$ cat config.mk
export PLATFORM = sky130hd
export DESIGN_NAME = horner_eval
export DESIGN_NICKNAME = d
export VERILOG_FILES = /design/src/rtl/horner_pkg.sv /design/src/rtl/horner_coef_rom.sv /design/src/rtl/horner_ctrl.sv /design/src/rtl/horner_mac.sv /design/src/rtl/horner_eval.sv
export SDC_FILE = /design/constraint.sdc
export NUM_CORES = 1
export LEC_CHECK = 0
export ABC_AREA = 1
export BUFFER_PORTS_ARGS = -buffer_cell sky130_fd_sc_hd__clkbuf_2
export CAP_MARGIN = 30
export CORE_ASPECT_RATIO = 0.5
export CORE_MARGIN = 3
export CORE_UTILIZATION = 55
export CTS_BUF_LIST = sky130_fd_sc_hd__clkbuf_8
export DETAILED_ROUTE_END_ITERATION = 10
export PLACE_DENSITY = 0.72
export SLEW_MARGIN = 10
export SYNTH_ARGS = -nofsm -noshare
export SYNTH_HDL_FRONTEND = slang
export SYNTH_SLANG_ARGS = --single-unit
export TNS_END_PERCENT = 50
$ cat constraint.sdc
create_clock -name clk -period 13.1 [get_ports clk]
set_input_delay 1.31 -clock clk [delete_from_list [all_inputs] [get_ports clk]]
set_output_delay 1.31 -clock clk [all_outputs]
set_load 0.1 [all_outputs]
$ cat src/rtl/horner_pkg.sv
package horner_pkg;
    typedef enum logic [1:0] {
        PH_IDLE = 2'd0,
        PH_RUN  = 2'd1,
        PH_DONE = 2'd2
    } phase_e;
endpackage

$ cat src/rtl/horner_coef_rom.sv
module horner_coef_rom #(
    parameter int WIDTH  = 32,
    parameter int DEGREE = 3,
    parameter int COEF [0:DEGREE] = '{5, -4, -2, 3},
    localparam int CW = $clog2(DEGREE + 1)
) (
    input  logic [CW-1:0]           idx,
    output logic signed [WIDTH-1:0] coef
);
    logic signed [WIDTH-1:0] tbl [0:DEGREE];

    for (genvar k = 0; k <= DEGREE; k++) begin : g_tbl
        assign tbl[k] = WIDTH'(COEF[k]);
    end

    always_comb begin
        if (int'(idx) > DEGREE) coef = '0;
        else                    coef = tbl[idx];
    end
endmodule

$ cat src/rtl/horner_ctrl.sv
module horner_ctrl
    import horner_pkg::*;
#(
    parameter int DEGREE = 3,
    localparam int CW = $clog2(DEGREE + 1)
) (
    input  logic          clk,
    input  logic          rst,
    input  logic          start,
    output logic          load,
    output logic          step,
    output logic [CW-1:0] idx,
    output logic          done
);
    typedef struct packed {
        phase_e        phase;
        logic [CW-1:0] cnt;
    } ctrl_t;

    ctrl_t st_d, st_q;

    always_comb begin
        st_d = st_q;
        load = start && (st_q.phase != PH_RUN);
        step = (st_q.phase == PH_RUN);
        idx  = load ? CW'(DEGREE) : CW'(st_q.cnt - 1'b1);
        if (load) begin
            st_d.phase = PH_RUN;
            st_d.cnt   = CW'(DEGREE);
        end else if (step) begin
            st_d.cnt = CW'(st_q.cnt - 1'b1);
            if (st_q.cnt == CW'(1)) st_d.phase = PH_DONE;
        end
    end

    always_ff @(posedge clk or posedge rst) begin
        if (rst) begin
            st_q.phase <= PH_IDLE;
            st_q.cnt   <= '0;
        end else begin
            st_q <= st_d;
        end
    end

    assign done = (st_q.phase == PH_DONE);

    // the step count only goes down while running; a start does not reload it
    p_run_count_r3: assert property (@(posedge clk) disable iff (rst)
        (st_q.phase == PH_RUN && st_q.cnt > CW'(1)) |=>
        (st_q.phase == PH_RUN && st_q.cnt == CW'($past(st_q.cnt) - 1'b1)));

    p_finish_r3: assert property (@(posedge clk) disable iff (rst)
        (st_q.phase == PH_RUN && st_q.cnt == CW'(1)) |=> (st_q.phase == PH_DONE));

    p_busy_start_r7: assert property (@(posedge clk) disable iff (rst)
        (st_q.phase == PH_RUN && start) |=> (st_q.cnt != CW'(DEGREE) || DEGREE == 1));
endmodule

$ cat src/rtl/horner_mac.sv
module horner_mac #(
    parameter int WIDTH = 32
) (
    input  logic                    clk,
    input  logic                    rst,
    input  logic                    load,
    input  logic                    step,
    input  logic signed [WIDTH-1:0] x_in,
    input  logic signed [WIDTH-1:0] coef,
    output logic signed [WIDTH-1:0] acc
);
    localparam int PW = 2 * WIDTH;

    typedef struct packed {
        logic signed [WIDTH-1:0] x;
        logic signed [WIDTH-1:0] acc;
    } mac_t;

    mac_t st_d, st_q;
    logic signed [PW-1:0] prod;

    always_comb begin
        st_d = st_q;
        prod = st_q.acc * st_q.x;
        if (load) begin
            st_d.x   = x_in;
            st_d.acc = coef;
        end else if (step) begin
            st_d.acc = prod[WIDTH-1:0] + coef;
        end
    end

    always_ff @(posedge clk or posedge rst) begin
        if (rst) st_q <= '0;
        else     st_q <= st_d;
    end

    assign acc = st_q.acc;

    // the controller never asks for a load and a step together
    p_one_op_r3: assert property (@(posedge clk) disable iff (rst) !(load && step));

    // the latched operand holds across every step
    p_x_held_r6: assert property (@(posedge clk) disable iff (rst)
        (step && !load) |=> $stable(st_q.x));
endmodule

$ cat src/rtl/horner_eval.sv
module horner_eval #(
    parameter int WIDTH  = 32,
    parameter int DEGREE = 3,
    parameter int COEF [0:DEGREE] = '{5, -4, -2, 3},
    localparam int CW = $clog2(DEGREE + 1)
) (
    input  logic                    clk,
    input  logic                    rst,
    input  logic                    start,
    input  logic signed [WIDTH-1:0] x_in,
    output logic signed [WIDTH-1:0] y_out,
    output logic                    done
);
    logic                    load, step;
    logic [CW-1:0]           idx;
    logic signed [WIDTH-1:0] coef;

    horner_ctrl #(.DEGREE(DEGREE)) u_ctrl (
        .clk(clk), .rst(rst), .start(start),
        .load(load), .step(step), .idx(idx), .done(done)
    );

    horner_coef_rom #(.WIDTH(WIDTH), .DEGREE(DEGREE), .COEF(COEF)) u_rom (
        .idx(idx), .coef(coef)
    );

    horner_mac #(.WIDTH(WIDTH)) u_mac (
        .clk(clk), .rst(rst), .load(load), .step(step),
        .x_in(x_in), .coef(coef), .acc(y_out)
    );

    // a finished result holds until a start arrives
    p_done_hold_r4: assert property (@(posedge clk) disable iff (rst)
        (done && !start) |=> (done && $stable(y_out)));

    // a start on a finished result opens a new evaluation
    p_start_clears_r5: assert property (@(posedge clk) disable iff (rst)
        (done && start) |=> !done);
endmodule

==> out/results.txt <==
The logs give 0 for the final routed DRC violation total and 68 for the top-level I/O count. Setup violations remaining at the end of the flow were counted as 0. The stage delay of the slowest cell on the critical path was 0.67 ns. The number of buffers and inverters on the critical path is 8. The first global-routing pass estimated 94.8 mm of wire. Setup repair after global routing left no endpoint under its margin.

For the finished layout, the period the worst path requires is 8.82 ns. The placed instances occupy a cell area of 21900 um^2. The share of flip-flops with an asynchronous set or reset after synthesis works out to 100%. In this run the register-to-register setup slack is 4.60 ns.

Number of buffer cells added on primary ports: 67. Detailed placement ended at an HPWL of 45.2 mm. For the H-tree level count, the log shows 3. The cell family contributing the most delay on the critical path is adder cells. Buffers added to address setup during post-CTS repair amount to 0.

Dividing the detail-routed via count by the number of cells gives 5.11. The top fanout value on the critical path was 50. At the pin with the least slew margin, the transition time is 1.10 ns. The number of endpoints with negative hold slack in the final report was 0; the count of cells along the worst register-to-register path was 29. In this run the core area contains 50 standard-cell rows. After technology mapping, the gate count stands at 2882. Post-synthesis to final-layout area growth: 3.15%.

The critical path class is input port to flip-flop. For this run, the number of Yosys warnings is 0. Counting the buffers created by CTS gives 9. The congestion estimate from routability-driven global placement came to 0.954. The worst path uses 67.3% of the clock period. For the worst-skew pair, the clock arrives at the later sink with an insertion delay of 0.38 ns. The number of nets in the synthesized netlist was 3508; the post-synth design cell area was 21500 um^2.

The total overflow left after global routing is 0. Clock-pin slew was measured on the worst setup and hold paths at 0.08 ns. TritonCTS built the clock tree.

The tools report the total number of nets in the final design as 3462. The worst reg2reg path endpoint was u_mac.acc[28]. In the final layout, the share of cells above drive strength 1 is 6.09%. Number of antenna violations at the first check in global routing: 1. The count of different cell masters after synthesis was 42. The most instantiated library cell after synthesis was inv_1.

The routed wire length was 57.2 mm. The tools report the core footprint as 37900 um^2. After clock tree synthesis, the repair step resized 0 gates. The run gives 13.35 ns as the required time of the critical path.

The standard cell with the maximum stage delay on the critical path was inv_2. The most area-hungry cell type in the Yosys netlist is fa_1. The worst setup path is captured at a flip-flop. The top cell type by area accounts for 40.9% of the synthesized area.

By count the netlist is led by inv_1 (922), nand2_1 (835), fa_1 (438). The number of enable-type register cells in the synthesized netlist came out at 0. The root buffer cell chosen for the clock tree is clkbuf_8. The flow ran to the end, and the final reports show no timing, DRC or antenna violations. Once the floorplan was initialized, standard cells occupied 56.6% of the core.

The tools report the via total after detailed routing as 17166. The maximum number of buffers from clock root to sink was 2. Yosys attributes the largest share of cell area to fa_1 (41%), inv_1 (16%), nand2_1 (15%).

The worst hold path belongs to the class flip-flop to flip-flop. STA classifies the critical path startpoint as an input port. The maximum number of pins on one net before global-route repair was 69; the cts-stage hold buffer count was 0. The worst register-to-register path begins at u_ctrl.st_q[3]. For the number of pins exceeding their max-slew limit in the final report, the log shows 0. After detailed routing, the average wire length per cell comes to 17.0 um. The per-instance average area after synthesis was 7.44 um^2. The die boundary height works out to 146 um. The run gives 0 as the antenna violation net count after detailed routing. Area of all placed cells without fillers: 22100 um^2. The tools report the via count of the first global-routing pass as 17836.

The tool flagged a number of max-cap violations equal to 0. The tools report the startpoint of the most critical hold path as u_mac.st_q[34]. For this design, the sink count on the clock tree is 68. The main flop type after synthesis was dfrtp_1. The first detailed-routing pass took 5 iterations.

Data on the critical path arrives at its endpoint at 9.07 ns. For this run, the top clock speed supported by timing is 113 MHz. The relative max-transition margin is 26.4%. Of the synthesized area, sequential elements account for 7.93%. The most numerous cell type found on the critical path is fa_1.

Summed over all failing endpoints, the final setup total negative slack is 0 ns. The tools report the final cell utilization of the core as 58.4%. From left edge to right edge, the die measures 285 um. Across the routed clock network, the largest skew measured is 0.00685 ns. The hold-critical path depth came out at 2.

Final hold analysis gives a worst-case slack of 0.483 ns. After the first detailed-routing iteration, the DRC count stood at 1492. The die outline area came out at 41600 um^2. For this run, the total global-route usage over all layers was measured as 29.2%.

After synthesis the netlist holds a flip-flop and latch count of 68. The sink of the worst hold path is u_mac.st_q[34].
==> worst min-delay path, delay by kind of cell, from the launching register on <==
family	cells	cell delay, ns
flops	1	0.35
simple gates	2	0.11
==> cells by family after synthesis <==
family                   count (synthesis)  synth area share, %
adder cells (fa/ha/maj)                591                 49.8
flip-flops                              68                 7.93
AO/OA/AOI/OAI                          116                 3.01
AND/OR/NAND/NOR                        996                 18.5
buffers and inverters                 1100                 20.4
XOR/XNOR                                11                0.449
==> registers in the layout, summed over array words and instances, names as in the netlist <==
name and count:
u_mac.acc 32, u_ctrl.st_q 4, u_mac.st_q 32
==> metrics by stage <==
stage | std cells | setup slack [ns]
after floorplan | 2882 | 4.49
after global placement | 3342 | 4.09
after detailed placement | 3344 | 3.95
after CTS | 3360 | 4.32
after global routing | 3361 | 3.87
final | 3362 | 4.28
==> area by class of cell <==
type                            instances  area, um^2
Antenna cell                            1        2.50
Clock buffer                            9         124
Clock inverter                          7        60.1
Fill cell                            3524       15800
Inverter                              938        3520
Multi-Input combinational cell       1714       15400
Sequential cell                        68        1700
Tap cell                              520         651
Timing Repair Buffer                  105         673
==> layout by cell type (no fill, tap or decap), types with 14 or more instances in the layout <==
cell type / netlist / layout
o21ai_0: 27 / 26
ha_1: 153 / 153
fa_1: 438 / 438
nand2_2: 15 / 15
inv_2: 14 / 14
nand2_1: 835 / 835
nand3_1: 67 / 67
clkbuf_2: 1 / 67
buf_4: 51 / 35
inv_1: 922 / 923
dfrtp_1: 68 / 66
nor2_1: 47 / 46
a21oi_1: 61 / 61
==> worst max path at each step <==
stage | startpoint | endpoint | slack, ns | cells past startpoint
floorplan | start | u_mac.acc[25] | 4.49 | 28
global placement | start | u_mac.acc[25] | 4.09 | 30
detailed placement | start | u_mac.acc[28] | 3.95 | 28
CTS | start | u_mac.acc[28] | 4.32 | 28
global route | start | u_mac.acc[28] | 3.87 | 28
finish | start | u_mac.acc[28] | 4.28 | 28
==> metal layers <==
layer  wire, um  global-route usage, %  vias up
li1           -                      -     7853
met2      24900                   45.5      832
met5         13                      0        -
met4       1640                   7.58        2
met1      24300                   42.3     8374
met3       6360                   5.21      105
Power is not shown: default switching activity piles up to over one toggle a cycle in this logic, so the estimate is an artifact.
